`src/rtl/ols_enc_pkg.sv`:
```
package ols_enc_pkg;

  // True when grid cell (r,c) belongs to equation k of group grp.
  function automatic bit cell_in_eq(int m, int grp, int k, int r, int c);
    if (grp == 0)      return (r == k);
    else if (grp == 1) return (c == k);
    else               return ((((grp - 1) * r) + c) % m) == k;
  endfunction

endpackage

```
`src/rtl/ols_parity_gen.sv`:
```
module ols_parity_gen #(
  parameter int M = 5,
  parameter int T = 2
) (
  input  logic [M*M-1:0]   data,
  output logic [2*T*M-1:0] full_chk
);
  import ols_enc_pkg::*;

  localparam int NCHK = 2 * T * M;

  for (genvar gi = 0; gi < NCHK; gi++) begin : g_eq
    localparam int GRP  = gi / M;
    localparam int SLOT = gi % M;
    always_comb begin
      full_chk[gi] = 1'b0;
      for (int r = 0; r < M; r++) begin
        for (int c = 0; c < M; c++) begin
          if (cell_in_eq(M, GRP, SLOT, r, c))
            full_chk[gi] = full_chk[gi] ^ data[r*M + c];
        end
      end
    end
  end

endmodule

```
`src/rtl/ols_pack.sv`:
```
module ols_pack #(
  parameter int N  = 20,
  parameter int CW = $clog2(N + 1)
) (
  input  logic [N-1:0]  full_chk,
  input  logic [N-1:0]  keep,
  output logic [N-1:0]  packed_chk,
  output logic [CW-1:0] kept_cnt
);
  always_comb begin
    packed_chk = '0;
    kept_cnt   = '0;
    for (int i = 0; i < N; i++) begin
      if (keep[i]) begin
        packed_chk[kept_cnt] = full_chk[i];
        kept_cnt = kept_cnt + 1'b1;
      end
    end
  end
endmodule

```
`src/rtl/ols_mask_reg.sv`:
```
module ols_mask_reg #(
  parameter int N = 20
) (
  input  logic         clk,
  input  logic         rst,
  input  logic         load,
  input  logic [N-1:0] din,
  output logic [N-1:0] mask
);
  always_ff @(posedge clk) begin
    if (rst)       mask <= '1;
    else if (load) mask <= din;
  end

  AST_MASK_LOAD: assert property (@(posedge clk) disable iff (rst)
    (!$past(rst) && $past(load)) |-> (mask == $past(din)));
  AST_MASK_HOLD: assert property (@(posedge clk) disable iff (rst)
    (!$past(rst) && !$past(load)) |-> $stable(mask));
endmodule

```
`src/rtl/ols_sel_encoder.sv`:
```
module ols_sel_encoder #(
  parameter int M = 5,
  parameter int T = 2,
  localparam int NDATA = M * M,
  localparam int NCHK  = 2 * T * M,
  localparam int CW    = $clog2(NCHK + 1)
) (
  input  logic             clk,
  input  logic             rst,
  input  logic             cfg_load,
  input  logic [NCHK-1:0]  cfg_en,
  input  logic             in_valid,
  input  logic [NDATA-1:0] in_data,
  output logic             out_valid,
  output logic [NCHK-1:0]  out_chk,
  output logic [CW-1:0]    out_count
);
  logic [NCHK-1:0] mask_q;
  logic [NCHK-1:0] full_chk;
  logic [NCHK-1:0] packed_chk;
  logic [CW-1:0]   kept_cnt;

  ols_mask_reg #(.N(NCHK)) u_mask (
    .clk (clk), .rst (rst), .load (cfg_load), .din (cfg_en), .mask (mask_q)
  );

  ols_parity_gen #(.M(M), .T(T)) u_par (
    .data (in_data), .full_chk (full_chk)
  );

  AST_ONE_PER_GROUP: assert property (@(posedge clk) disable iff (rst)
    ($countones(in_data) == 1) |-> ($countones(full_chk) == 2 * T));
  AST_PAIR_SHARES_ONE: assert property (@(posedge clk) disable iff (rst)
    ($countones(in_data) == 2) |-> ($countones(full_chk) >= 4 * T - 2));

  ols_pack #(.N(NCHK), .CW(CW)) u_pack (
    .full_chk (full_chk), .keep (mask_q),
    .packed_chk (packed_chk), .kept_cnt (kept_cnt)
  );

  always_ff @(posedge clk) begin
    if (rst) begin
      out_valid <= 1'b0;
      out_chk   <= '0;
      out_count <= '0;
    end else begin
      out_valid <= in_valid;
      if (in_valid) begin
        out_chk   <= packed_chk;
        out_count <= kept_cnt;
      end
    end
  end

  AST_ZERO_ABOVE_COUNT: assert property (@(posedge clk) disable iff (rst)
    out_valid |-> ((out_chk >> out_count) == '0));
  AST_COUNT_IS_MASK_WEIGHT: assert property (@(posedge clk) disable iff (rst)
    (!$past(rst) && $past(in_valid)) |-> (int'(out_count) == $countones($past(mask_q))));
  AST_ONE_CYCLE_VALID: assert property (@(posedge clk) disable iff (rst)
    !$past(rst) |-> (out_valid == $past(in_valid)));
  AST_IDLE_HOLD: assert property (@(posedge clk) disable iff (rst)
    (!$past(rst) && !$past(in_valid)) |-> ($stable(out_chk) && $stable(out_count)));
endmodule

```
`config.mk`:
```
export PLATFORM = sky130hd
export DESIGN_NAME = ols_sel_encoder
export DESIGN_NICKNAME = d
export VERILOG_FILES = /design/src/rtl/ols_enc_pkg.sv /design/src/rtl/ols_parity_gen.sv /design/src/rtl/ols_pack.sv /design/src/rtl/ols_mask_reg.sv /design/src/rtl/ols_sel_encoder.sv
export SDC_FILE = /design/constraint.sdc
export NUM_CORES = 1
export LEC_CHECK = 0
export ABC_AREA = 1
export BUFFER_PORTS_ARGS = -buffer_cell sky130_fd_sc_hd__buf_2
export CAP_MARGIN = 20
export CORE_ASPECT_RATIO = 1.75
export CORE_MARGIN = 4
export CORE_UTILIZATION = 50
export DETAILED_ROUTE_END_ITERATION = 10
export GPL_TIMING_DRIVEN = 1
export PLACE_DENSITY = 0.68
export SLEW_MARGIN = 20
export SYNTH_ARGS = -nofsm -noshare
export SYNTH_HDL_FRONTEND = slang
export SYNTH_SLANG_ARGS = --single-unit
```
`constraint.sdc`:
```
create_clock -name clk -period 32.5 [get_ports clk]
set_input_delay 3.25 -clock clk [delete_from_list [all_inputs] [get_ports clk]]
set_output_delay 3.25 -clock clk [all_outputs]
set_load 0.02 [all_outputs]
```
# Word level (Yosys, flattened, before mapping)
# Index checks and enable logic that the tools add are counted.
dict set report totals {
  in_bits 49
  register_bits 46
  out_inout_bits 26
}
dict set report op_classes {
  mux 97
  order_cmp 38
  n_reduce_logical 19
  bitwise 80
  n_addsub 19
}
# operator n
set ops {}
lappend ops {{20-bit bitwise mux} 19}
lappend ops {{20-bit two-way mux} 19}
lappend ops {{5-bit by 6-bit less-than comparator with 1-bit output, second input constant} 18}
lappend ops {{1-bit demux with 5-bit select} 19}
lappend ops {{5-bit two-way mux} 19}
lappend ops {{5-bit by 1-bit adder with 5-bit output, second input constant} 18}
lappend ops {{5-bit by 1-bit >= comparator with 1-bit output, second input constant} 18}
lappend ops {{1-bit XOR} 80}
lappend ops {{1-bit two-way mux} 21}
lappend ops {{1-bit logical AND} 19}
lappend ops {{1-bit by 6-bit less-than comparator with 1-bit output, second input constant} 1}
lappend ops {{1-bit by 1-bit adder with 2-bit output, second input constant} 1}
lappend ops {{1-bit >= comparator, second input constant} 1}

# Longest topological paths before layout
# Gate-level depths: netlist of the first run.
dict set report depth {
  depth_word 43
  depth_mapped 72
  ltp_nobuf 72
}

# Cells and area by module
# A second synthesis of the first run with hierarchy kept.
dict set report hier_totals {
  hier_cells 2214
  hier_area_um2 11647.4
}
# mod instances cells_per_inst area_each_um2 seq_area_each_um2
set by_module_without_submodules {}
lappend by_module_without_submodules {ols_pack 1 1722 8794.7 0.0}
lappend by_module_without_submodules {ols_sel_encoder 1 162 1087.3 520.5}
lappend by_module_without_submodules {ols_parity_gen 1 242 1059.8 0.0}
lappend by_module_without_submodules {ols_mask_reg 1 88 705.7 400.4}

# Worst setup path after synthesis of the first run
# OpenSTA, ideal clock, no wires.
dict set report synth_path {
  path_kind {reg-to-reg}
  from {register u_mask.mask[0]}
  to {register out_chk[8]}
  period_less_slack_ns 10.752
  arrival_time_ns 10.681
  required_time_ns 32.430
  setup_ns 0.070
  path_stages_with_launch 66
  slack_ns 21.748
  n_path_buf 0
  cell_sequence {dfxtp_1 inv_1 fa_1 inv_2 ha_1 nand2_1 nand2_1 ha_1 or2_1 nand2_1 inv_1 ha_1 nand2_1 nand2_1 ha_1 nand2_1 nand2_1 ha_1 [30 not listed] o21ai_0 inv_1 ha_1 inv_1 o21ai_0 inv_1 ha_1 nand2_1 o21ai_0 inv_1 ha_1 nand2_1 clkinv_1 nand3_1 nor2_1 nor2_1 nand2_1 a21oi_1}
}
dict set report synth_via {
  elab_chain_len 43
  word_cells_on_any_way 170
}
# item line
set synth_rtl {}
lappend synth_rtl {{start: declaration} ols_mask_reg.sv:8} ;# output logic [N-1:0] mask
lappend synth_rtl {{start signal: assignment} ols_mask_reg.sv:12} ;# else if (load) mask <= din;
lappend synth_rtl {{1-bit two-way mux (*)} ols_pack.sv:14} ;# if (keep[i]) begin
lappend synth_rtl {{1-bit by 1-bit adder with 2-bit output (tied with other cells)} ols_pack.sv:16} ;# kept_cnt = kept_cnt + 1'b1;
lappend synth_rtl {{5-bit two-way mux or 1-bit logical AND (tied branches)} {ols_pack.sv:14, ols_pack.sv:15}}
lappend synth_rtl {{5-bit by 1-bit adder with 5-bit output (tied with other cells)} ols_pack.sv:16}
lappend synth_rtl {{5-bit two-way mux (tied with other cells)} ols_pack.sv:14}
lappend synth_rtl {{5-bit by 1-bit adder with 5-bit output (tied with other cells)} ols_pack.sv:16}
lappend synth_rtl {{5-bit two-way mux (tied with other cells)} ols_pack.sv:14}
lappend synth_rtl {{5-bit by 1-bit adder with 5-bit output (tied with other cells)} ols_pack.sv:16}
lappend synth_rtl {{[27 not listed]} --}
lappend synth_rtl {{5-bit by 1-bit adder with 5-bit output (tied with other cells)} ols_pack.sv:16}
lappend synth_rtl {{5-bit two-way mux (tied with other cells)} ols_pack.sv:14}
lappend synth_rtl {{5-bit by 6-bit less-than comparator with 1-bit output (implied by the code) (tied with other cells)} ols_pack.sv:15} ;# packed_chk[kept_cnt] = full_chk[i];
lappend synth_rtl {{1-bit logical AND (implied by the code) (tied with other cells)} ols_pack.sv:15}
lappend synth_rtl {{1-bit two-way mux (implied by the code) or 20-bit bitwise mux (tied branches)} ols_pack.sv:15}
lappend synth_rtl {{1-bit demux with 5-bit select or 20-bit two-way mux (tied branches)} --}
lappend synth_rtl {{20-bit bitwise mux} ols_pack.sv:15}
lappend synth_rtl {{20-bit two-way mux (*)} ols_pack.sv:14}
lappend synth_rtl {{end signal: assignment} ols_sel_encoder.sv:49} ;# out_chk <= packed_chk;
lappend synth_rtl {{end: declaration} ols_sel_encoder.sv:15} ;# output logic [NCHK-1:0] out_chk,
# Every way passes the cells marked *; elsewhere a longest branch is shown, timed or not.
# A chain may end at the register's enable or synchronous reset.

# Worst setup path in the final report of the first run
dict set report layout_path {
  from {register u_mask.mask[2]}
  to {register out_chk[8]}
}
dict set report layout_via {
  elab_chain_len 39
  word_cells_on_any_way 153
}
# item line
set layout_rtl {}
lappend layout_rtl {{5-bit two-way mux} ols_pack.sv:14}
lappend layout_rtl {{5-bit by 1-bit adder with 5-bit output (tied with other cells)} ols_pack.sv:16}
lappend layout_rtl {{5-bit two-way mux or 1-bit logical AND (tied branches)} {ols_pack.sv:14, ols_pack.sv:15}}
lappend layout_rtl {{5-bit by 1-bit adder with 5-bit output (tied with other cells)} ols_pack.sv:16}
lappend layout_rtl {{5-bit two-way mux (tied with other cells)} ols_pack.sv:14}
lappend layout_rtl {{5-bit by 1-bit adder with 5-bit output (tied with other cells)} ols_pack.sv:16}
lappend layout_rtl {{5-bit two-way mux (tied with other cells)} ols_pack.sv:14}
lappend layout_rtl {{5-bit by 1-bit adder with 5-bit output (tied with other cells)} ols_pack.sv:16}
lappend layout_rtl {{[23 not listed]} --}
lappend layout_rtl {{5-bit by 1-bit adder with 5-bit output (tied with other cells)} ols_pack.sv:16}
lappend layout_rtl {{5-bit two-way mux (tied with other cells)} ols_pack.sv:14}
lappend layout_rtl {{5-bit by 6-bit less-than comparator with 1-bit output (implied by the code) (tied with other cells)} ols_pack.sv:15}
lappend layout_rtl {{1-bit logical AND (implied by the code) (tied with other cells)} ols_pack.sv:15}
lappend layout_rtl {{1-bit two-way mux (implied by the code) or 20-bit bitwise mux (tied branches)} ols_pack.sv:15}
lappend layout_rtl {{1-bit demux with 5-bit select or 20-bit two-way mux (tied branches)} --}
lappend layout_rtl {{20-bit bitwise mux} ols_pack.sv:15}
lappend layout_rtl {{20-bit two-way mux (*)} ols_pack.sv:14}
# Marks and branches as above.

==> results of run 1 <==
## synth_stat cells (all sizes together)
| library cell | number | area (um^2) |
|---|---|---|
| nand3 | 456 | 2480 |
| a31oi | 3 | 18.8 |
| o211ai | 36 | 270 |
| ha | 65 | 813 |
| o21ai | 75 | 375 |
| a21oi | 53 | 284 |
| o21bai | 1 | 7.51 |
| dfxtp | 46 | 921 |
| a22oi | 1 | 7.51 |
| o22ai | 8 | 50.1 |
| nor2 | 185 | 793 |
| o31ai | 3 | 22.5 |
| o221ai | 3 | 26.3 |
| nand2 | 636 | 2800 |
| nand4 | 26 | 163 |
| buf | 7 | 41.3 |
| nor4 | 2 | 12.5 |
| nand3b | 2 | 15.0 |
| fa | 1 | 20.0 |
| clkbuf | 43 | 161 |
| inv | 214 | 813 |
| xor2 | 21 | 184 |
| a41oi | 1 | 8.76 |
| clkinv | 32 | 120 |
| nor3 | 35 | 191 |
| or2 | 12 | 75.1 |
| xnor2 | 58 | 508 |
## registers in the layout (all words and copies together), names as in the netlist
name and count:
u_mask.mask 20, out_chk 20, out_count 5, out_valid 1
## stage by stage
step	std cells	area (um^2)	hold slack, ns	setup WS, ns	utilization [%]
floorplan	2025	11200	0.494	21.75	-
global placement	2354	11800	0.449	20.44	53.5
detailed placement	2354	11800	0.453	20.14	53.5
CTS	2362	12000	0.465	20.09	54.2
global route	2362	12000	0.479	19.04	54.2
finish	2362	12000	0.462	20.07	54.2
## path summary, 6_finish.rpt
| path | to | slack, ns |
|---|---|---|
| hold reg to reg | out_chk[6] | 0.46 |
| hold / removal | out_chk[6] | 0.46 |
| setup reg to reg | out_chk[8] | 20.07 |
| setup / recovery | out_chk[8] | 20.07 |
## layout make-up
cell class	count	area [um^2]	area share, %
clock inverters	3	48.8	0.408
inverters	246	933	7.80
well taps	296	370	3.09
clock buffers	5	125	1.05
repair buffers	83	438	3.66
flip-flops and latches	46	921	7.69
multi-input cells	1683	9140	76.3
## routing by layer
metal	vias to the layer above	wire length [um]
met5	-	0
met3	170	1050
li1	6732	-
met2	374	21300
met4	0	3360
met1	5848	13500
## logic make-up (layout without fill, tap and decap cells)
logic type                 Yosys count  in the layout  synth area share, %
AOI/OAI and AO/OA                  184            184                 9.57
xor gates and xnor gates            79             79                 6.18
adders and majority gates           66             66                 7.45
buffers and inverters              296            337                 10.2
DFF                                 46             46                 8.23
and+or+nand+nor                   1354           1354                 58.4
## cells in the final DEF (no fill, tap or decap), drive strengths merged
master,count
nand3,456
o221ai,3
nand4,26
or2,12
xor2,21
clkinv,32
clkinvlp,1
dfxtp,46
o31ai,3
nand3b,2
a41oi,1
nor2,185
ha,65
inv,215
a31oi,3
buf,83
clkbuf,5
fa,1
bufinv,1
nor4,2
o21bai,1
nand2,636
a21oi,53
o22ai,8
a22oi,1
xnor2,58
o21ai,75
nor3,35
o211ai,36
## critical path, delay by kind of cell, from the launching register on
kind                     cells  cell delay, ns
buffers and inverters       12            1.32
flip-flops                   1            0.40
AND/OR/NAND/NOR             31            4.02
AO/OA/AOI/OAI                5            1.51
adder cells (fa/ha/maj)     17            5.10
==> results.sh, run 1 <==
export IMPL_outcome="complete, no violations"
export IMPL_cts_buffers=5
export IMPL_tns_ns=0
export IMPL_min_from="out_chk[6]"
export IMPL_wire_per_inst_um=16.6
export IMPL_clock_latency_ns=0.31
export IMPL_cpMostUsedCell="nand2_1"
export IMPL_die_height_um=206
export IMPL_hpwlAfterDp_mm=32.9
export IMPL_cts_tree="yes"
export IMPL_endpoint_kind="flip-flop"
export IMPL_h_tree_depth=2
export IMPL_initial_core_util_pct=50.7
export IMPL_fin_crit_sh_pct=38.2
export IMPL_drt_antenna_violating_nets=0
export IMPL_clk_pin_slew_worst_paths_ns=0.07
export IMPL_start_kind="flip-flop"
export IMPL_row_count=72
export IMPL_grt_use_met3_pct=2.66
export IMPL_drt_initial_drc_count=844
export IMPL_grt_antenna_before_repair=0
export IMPL_fin_skew_ns=0.00953
export IMPL_yosys_warnings=0
export IMPL_r2r_start="u_mask.mask[2]"
export IMPL_grt_pass1_wl_mm=62.4
export IMPL_area_growth_pct=6.96
export IMPL_routed_wirelength_mm=39.2
export IMPL_postCtsSetupBuffers=0
export IMPL_relSlewSlack_pct=34.8
export IMPL_slowest_stage="o21ai_0"
export IMPL_fmax_mhz=80.5
export IMPL_dieArea_mm2=0.0249
export IMPL_clock_sinks=46
export IMPL_gr_usage_met1_pct=29.8
export IMPL_tightest_slew_ns=0.971
export IMPL_grtUsageTotal_pct=31.2
export IMPL_yosysSeqAreaShare_pct=8.23
export IMPL_syn_inst=2025
export IMPL_cp_data_arrival_time_ns=12.66
export IMPL_finalCriticalPeriod_ns=12.43
export IMPL_dr_pass1_iters=6
export IMPL_drc=0
export IMPL_pin_count=75
export IMPL_drive_gt1_share_pct=14.6
export IMPL_synth_area_mm2=0.0112
export IMPL_maxCapViolCount=0
export IMPL_worstSetupPathType="reg -> reg"
export IMPL_grt_pass1_vias=12700
export IMPL_ys_ff_latch=46
export IMPL_core_mm2=0.0221
export IMPL_worstPathMaxFanout=9
export IMPL_synthDistinctLibCells=46
export IMPL_routabilityCongestion=0.974
export IMPL_min_path_type="reg -> reg"
export IMPL_fillers=2448
export IMPL_synth_nets=2140
export IMPL_postCtsResizedCells=0
export IMPL_hold_viol_final=0
export IMPL_clockRootBuffer="clkbuf_16"
export IMPL_port_buffers=74
export IMPL_required_ns=32.73
export IMPL_grt_overflow_total=0
export IMPL_holdBufCountCts=0
export IMPL_syn_avg_cell_area_um2=5.53
export IMPL_grt_busiest_layer="met2"
export IMPL_slowest_delay_ns=0.62
export IMPL_grt_setup_unrepaired="false"
export IMPL_clk_path_buf_depth=2
export IMPL_slew_violations=0
export IMPL_num_vias=13100
export IMPL_setup_viol_count_final=0
export IMPL_crit_start="u_mask.mask[2]"
export IMPL_post_drt_via_cell_ratio=5.56
export IMPL_nets=2180
export IMPL_grtUsageMet2_pct=60.7
export IMPL_whs_path_depth=2
export IMPL_r2r_cells=65
export IMPL_n_antenna_cell=0
export IMPL_grt_max_degree=45
export IMPL_die_w_um=121
Power of run 1 is left out: the tool's default activity adds up to more than one toggle a clock period on the data nets, which glitch-free logic cannot reach.
==> inputs of run 2 (changes only) <==
--- a/config.mk
+++ b/config.mk
@@ -13,7 +13,7 @@
 export CORE_UTILIZATION = 50
 export DETAILED_ROUTE_END_ITERATION = 10
 export GPL_TIMING_DRIVEN = 1
-export PLACE_DENSITY = 0.68
+export PLACE_DENSITY = 0.71
 export SLEW_MARGIN = 20
 export SYNTH_ARGS = -nofsm -noshare
 export SYNTH_HDL_FRONTEND = slang
==> constraint.sdc (replaced) <==
create_clock -name clk -period 11.2 [get_ports clk]
set_input_delay 1.12 -clock clk [delete_from_list [all_inputs] [get_ports clk]]
set_output_delay 1.12 -clock clk [all_outputs]
set_load 0.02 [all_outputs]
==> run 2 against run 1 <==
Compared with the run above:
- setup slack got worse by 19 ns
- die area is the same
- worst hold slack improved by 0.0018 ns
- first-iteration DRC count rose by 5.3%
- critical path type unchanged
- clock-buffer cell count unchanged
- sequential share of layout area down 0.11 points
==> results.sh, run 2 (synthesis results as in run 1) <==
export IMPL_outcome="complete, no violations"
export IMPL_min_path_type="reg -> reg"
export IMPL_cp_data_arrival_time_ns=10.75
export IMPL_worstSetupPathType="reg -> reg"
export IMPL_grt_overflow_total=0
export IMPL_r2r_start="u_mask.mask[1]"
export IMPL_fillers=2414
export IMPL_cpMostUsedCell="nand2_1"
export IMPL_whs_path_depth=2
export IMPL_fin_skew_ns=0.0152
export IMPL_pin_count=75
export IMPL_tns_ns=0
export IMPL_grt_pass1_vias=12800
export IMPL_area_growth_pct=8.83
export IMPL_place_inst=2363
export IMPL_finalCriticalPeriod_ns=10.53
export IMPL_clk_path_buf_depth=2
export IMPL_layout_commonest_cell="nand2_1"
export IMPL_min_from="out_chk[15]"
export IMPL_drive_gt1_share_pct=16.4
export IMPL_slew_violations=0
export IMPL_initial_core_util_pct=50.7
export IMPL_cts_buffers=5
export IMPL_cts_tree="yes"
export IMPL_fmax_mhz=95.0
export IMPL_grt_max_degree=45
export IMPL_drt_antenna_violating_nets=0
export IMPL_grt_antenna_before_repair=0
export IMPL_h_tree_depth=2
export IMPL_hold_viol_final=0
export IMPL_dr_pass1_iters=6
export IMPL_r2r_end="out_chk[1]"
export IMPL_die_height_um=206
export IMPL_hpwlAfterDp_mm=32.7
export IMPL_grt_pass1_wl_mm=62.5
export IMPL_wire_per_inst_um=16.5
export IMPL_port_buffers=74
export IMPL_routabilityCongestion=1.01
export IMPL_clk_pin_slew_worst_paths_ns=0.07
export IMPL_worstHoldEndpoint="out_chk[15]"
export IMPL_row_count=72
export IMPL_r2r_cells=66
export IMPL_finish_instance_area_mm2=0.0122
export IMPL_slowest_delay_ns=0.61
export IMPL_fin_util_pct=55.2
export IMPL_final_cell_mix="nand2_1, nand3_1, inv_1, nor2_1, buf_2"
export IMPL_fin_crit_sh_pct=94.0
export IMPL_setup_viol_count_final=0
export IMPL_endpoint_kind="flip-flop"
export IMPL_clock_sinks=46
export IMPL_routed_wirelength_mm=39.2
export IMPL_reg2reg_slack_ns=0.67
export IMPL_drc=0
export IMPL_maxCapViolCount=0
export IMPL_fin_cells=2376
export IMPL_slowest_stage="fa_2"
export IMPL_top_regs="out_chk (20), u_mask.mask (20), out_count (5)"
export IMPL_num_vias=13300
export IMPL_worstPathMaxFanout=6
export IMPL_nets=2194
export IMPL_clockRootBuffer="clkbuf_16"
export IMPL_holdBufCountCts=0
export IMPL_drt_initial_drc_count=889
export IMPL_tightest_slew_ns=1.03
export IMPL_grtUsageTotal_pct=31.1
export IMPL_die_w_um=121
export IMPL_post_drt_via_cell_ratio=5.61
export IMPL_relSlewSlack_pct=31.0
export IMPL_place_area_mm2=0.0119
export IMPL_start_kind="flip-flop"
export IMPL_dieArea_mm2=0.0249
export IMPL_required_ns=11.43
export IMPL_clock_latency_ns=0.31
export IMPL_core_mm2=0.0221
export IMPL_n_antenna_cell=0
==> run 2: through the flow <==
step	setup WS, ns	hold slack (ns)
after floorplan	0.448	0.494
after global placement	-0.0204	0.451
after detailed placement	-0.174	0.454
after CTS	0.00592	0.465
after global routing	-0.0214	0.482
final	0.674	0.464
==> run 2: cell type report <==
class | instances | area (um^2) | area share (%)
multi-input cells | 1683 | 9220 | 75.7
inverters | 246 | 945 | 7.76
flip-flops and latches | 46 | 923 | 7.58
repair buffers | 95 | 541 | 4.44
well taps | 296 | 370 | 3.04
clock buffers | 5 | 125 | 1.03
clock inverters | 3 | 48.8 | 0.401
repair inverters | 2 | 10.0 | 0.0822
==> run 2: worst max path at each step <==
stage	start	to	slack (ns)
after floorplan	u_mask.mask[0]	out_chk[8]	0.45
after detailed placement	u_mask.mask[0]	out_chk[8]	-0.17
after CTS	u_mask.mask[0]	out_chk[9]	0.006
final	u_mask.mask[1]	out_chk[1]	0.67
after global routing	u_mask.mask[1]	out_chk[1]	-0.02
after global placement	u_mask.mask[0]	out_chk[8]	-0.02
==> run 2: per-layer routing <==
metal | up-vias | track usage, % | part of all wire [%]
met5 | - | 0 | 0
met2 | 439 | 60.2 | 53
li1 | 6761 | - | -
met4 | 0 | 24.9 | 9.6
met3 | 201 | 2.68 | 3.2
met1 | 5937 | 29.2 | 34
==> run 2: critical path: cells and delay by family (launching register included) <==
family                     cells  cell delay, ns
AOI/OAI and AO/OA              5            0.68
and+or+nand+nor               33            4.01
buffers and inverters         12            0.94
DFF                            1            0.34
adders and majority gates     16            4.46
==> run 2: timing repair <==
item	4_1_cts	5_1_grt
pin swaps	0	7
cloned	0	2
buffers inserted	0	3
endpoints found under the hold margin	0	0
resized for setup	3	31
endpoints found under the setup margin	21	24
Power of run 2 is left out for the same reason.
==> inputs of run 3 (changes only) <==
--- a/config.mk
+++ b/config.mk
@@ -13,8 +13,9 @@
 export CORE_UTILIZATION = 50
 export DETAILED_ROUTE_END_ITERATION = 10
 export GPL_TIMING_DRIVEN = 1
-export PLACE_DENSITY = 0.71
+export PLACE_DENSITY = 0.7
 export SLEW_MARGIN = 20
 export SYNTH_ARGS = -nofsm -noshare
 export SYNTH_HDL_FRONTEND = slang
+export SYNTH_HIERARCHICAL = 1
 export SYNTH_SLANG_ARGS = --single-unit
==> run 3 against run 2 <==
Compared with the run above:
- worst hold slack improved by 0.0051 ns
- register-to-register slack got worse by 0.05 ns
- critical endpoint is now out_chk[4]
- via count increased by 8.1%
- non-clock buffer count increased by 19
- first-iteration DRC count increased by 13%
- critical path type unchanged
==> results.sh, run 3 <==
export IMPL_clk_pin_slew_worst_paths_ns=0.07
export IMPL_top_regs="out_chk (20), u_mask/mask (20), out_count (5)"
export IMPL_wire_per_inst_um=16.8
export IMPL_syn_inst=2214
export IMPL_initial_core_util_pct=51.0
export IMPL_relSlewSlack_pct=42.3
export IMPL_path_buf_inv=14
export IMPL_min_from="out_chk[0]"
export IMPL_maxCapViolCount=0
export IMPL_drt_initial_drc_count=1001
export IMPL_holdBufCountCts=0
export IMPL_n_antenna_cell=0
export IMPL_nets=2412
export IMPL_fin_crit_sh_pct=94.4
export IMPL_slowest_delay_ns=0.59
export IMPL_yosys_warnings=6
export IMPL_finalCriticalPeriod_ns=10.58
export IMPL_dieArea_mm2=0.0259
export IMPL_hold_viol_final=0
export IMPL_row_count=73
export IMPL_slowest_stage="fa_1"
export IMPL_endpoint_kind="flip-flop"
export IMPL_fillers=2508
export IMPL_start_kind="flip-flop"
export IMPL_worstPathMaxFanout=6
export IMPL_fin_skew_ns=0.00586
export IMPL_fmax_mhz=94.6
export IMPL_ys_ff_latch=46
export IMPL_synth_area_mm2=0.0116
export IMPL_drt_antenna_violating_nets=0
export IMPL_slew_violations=0
export IMPL_synth_nets=2331
export IMPL_clock_latency_ns=0.30
export IMPL_synth_area_top_cells="nand2_1, nand3_1, dfxtp_1"
export IMPL_final_cell_mix="nand2_1, nand3_1, inv_1, nor2_1, nand2_2"
export IMPL_dr_pass1_iters=7
export IMPL_drive_gt1_share_pct=16.1
export IMPL_min_path_type="reg -> reg"
export IMPL_hpwlAfterDp_mm=36.5
export IMPL_routed_wirelength_mm=43.7
export IMPL_clock_sinks=46
export IMPL_pin_count=75
export IMPL_cts_tree="yes"
export IMPL_syn_avg_cell_area_um2=5.26
export IMPL_grt_pass1_wl_mm=68.4
export IMPL_crit_start="u_mask/mask[2]"
export IMPL_routabilityCongestion=1.08
export IMPL_clk_path_buf_depth=2
export IMPL_core_mm2=0.0228
export IMPL_h_tree_depth=2
export IMPL_layout_commonest_cell="nand2_1"
export IMPL_cp_data_arrival_time_ns=10.78
export IMPL_port_buffers=74
export IMPL_required_ns=11.40
export IMPL_area_growth_pct=9.87
export IMPL_yosysSeqAreaShare_pct=7.91
export IMPL_setup_viol_count_final=0
export IMPL_async_flop_share_pct=0
export IMPL_place_inst=2577
export IMPL_grt_pass1_vias=13600
export IMPL_fin_cells=2596
export IMPL_synthFlopType="dfxtp_1"
export IMPL_r2r_start="u_mask/mask[2]"
export IMPL_synth_common_cells="nand2_1, nand3_1, inv_1"
export IMPL_outcome="complete, no violations"
export IMPL_whs_ns=0.469
export IMPL_die_w_um=123
export IMPL_grt_max_degree=52
export IMPL_grt_antenna_before_repair=0
export IMPL_fin_ws_ns=0.625
export IMPL_grt_overflow_total=0
export IMPL_worstSetupPathType="reg -> reg"
export IMPL_pre_cts_slack_ns=-0.0533
export IMPL_post_drt_via_cell_ratio=5.55
export IMPL_tightest_slew_ns=0.865
export IMPL_synth_area_leader_cell="nand2_1"
export IMPL_die_height_um=210
export IMPL_yosysTopAreaCellShare_pct=23.0
export IMPL_synth_most_common_cell="nand2_1"
export IMPL_synthDistinctLibCells=42
export IMPL_synth_edf_count=0
export IMPL_num_vias=14400
export IMPL_grtUsageTotal_pct=33.4
export IMPL_critPathTopFamily="simple AND/OR/NAND/NOR gates"
export IMPL_cts_buffers=5
export IMPL_clockRootBuffer="clkbuf_16"
export IMPL_drc=0
-- run 3: timing repair --
action,in CTS,in global routing
resized for setup,6,42
setup endpoints to repair,11,24
endpoints found under the hold margin,0,0
pin swaps,1,22
buffers inserted,1,10
-- run 3: final cells by class --
class                           instances  area [um^2]  share of cell area, %
Timing Repair Buffer                  114          671                   5.24
Inverter                              307         1160                   9.07
Tap cell                              300          375                   2.93
Sequential cell                        46          923                   7.22
Clock inverter                          3         23.8                  0.186
Clock buffer                            5          125                  0.978
Multi-Input combinational cell       1821         9520                   74.4
-- run 3: worst paths after layout --
check             slack, ns  cells past startpoint         end
setup / recovery       0.62                     72  out_chk[4]
hold / removal         0.47                      2  out_chk[0]
setup reg to reg       0.62                     72  out_chk[4]
hold reg to reg        0.47                      2  out_chk[0]
-- run 3: metrics by stage --
stage                     area, um^2  util, %  setup TNS, ns
after global routing           12800     56.0       -0.00560
after global placement         12400     54.3              0
after detailed placement       12400     54.3         -0.153
after CTS                      12600     55.1              0
final                          12800     56.0              0
after floorplan                11700        -       -0.00157
-- run 3: metal layers --
metal  up-vias  routed length, um  share of wire [%]  global-route usage (%)
li1       7337                  -                  -                       -
met1      6371              15000                 34                    31.9
met2       508              23000                 53                    62.2
met3       199               1870                4.3                    4.69
met4         0               3840                8.8                    25.1
met5         -                  0                  0                       0
-- run 3: worst register-to-register path, delay by kind of cell, from the launching register on --
kind / cells / cell delay [ns]
compound gates: 2 / 0.14
flops: 1 / 0.33
simple gates: 39 / 4.59
fa+ha+maj: 17 / 4.43
buf+inv: 14 / 0.96
-- run 3: kinds of logic after synthesis --
family          share of synthesized area (%)
simple gates                             63.5
mux                                    0.0859
fa+ha+maj                                7.37
xor+xnor                                 1.65
flops                                    7.91
compound gates                           7.54
buf+inv                                  12.0
Power of run 3 is left out for the same reason.
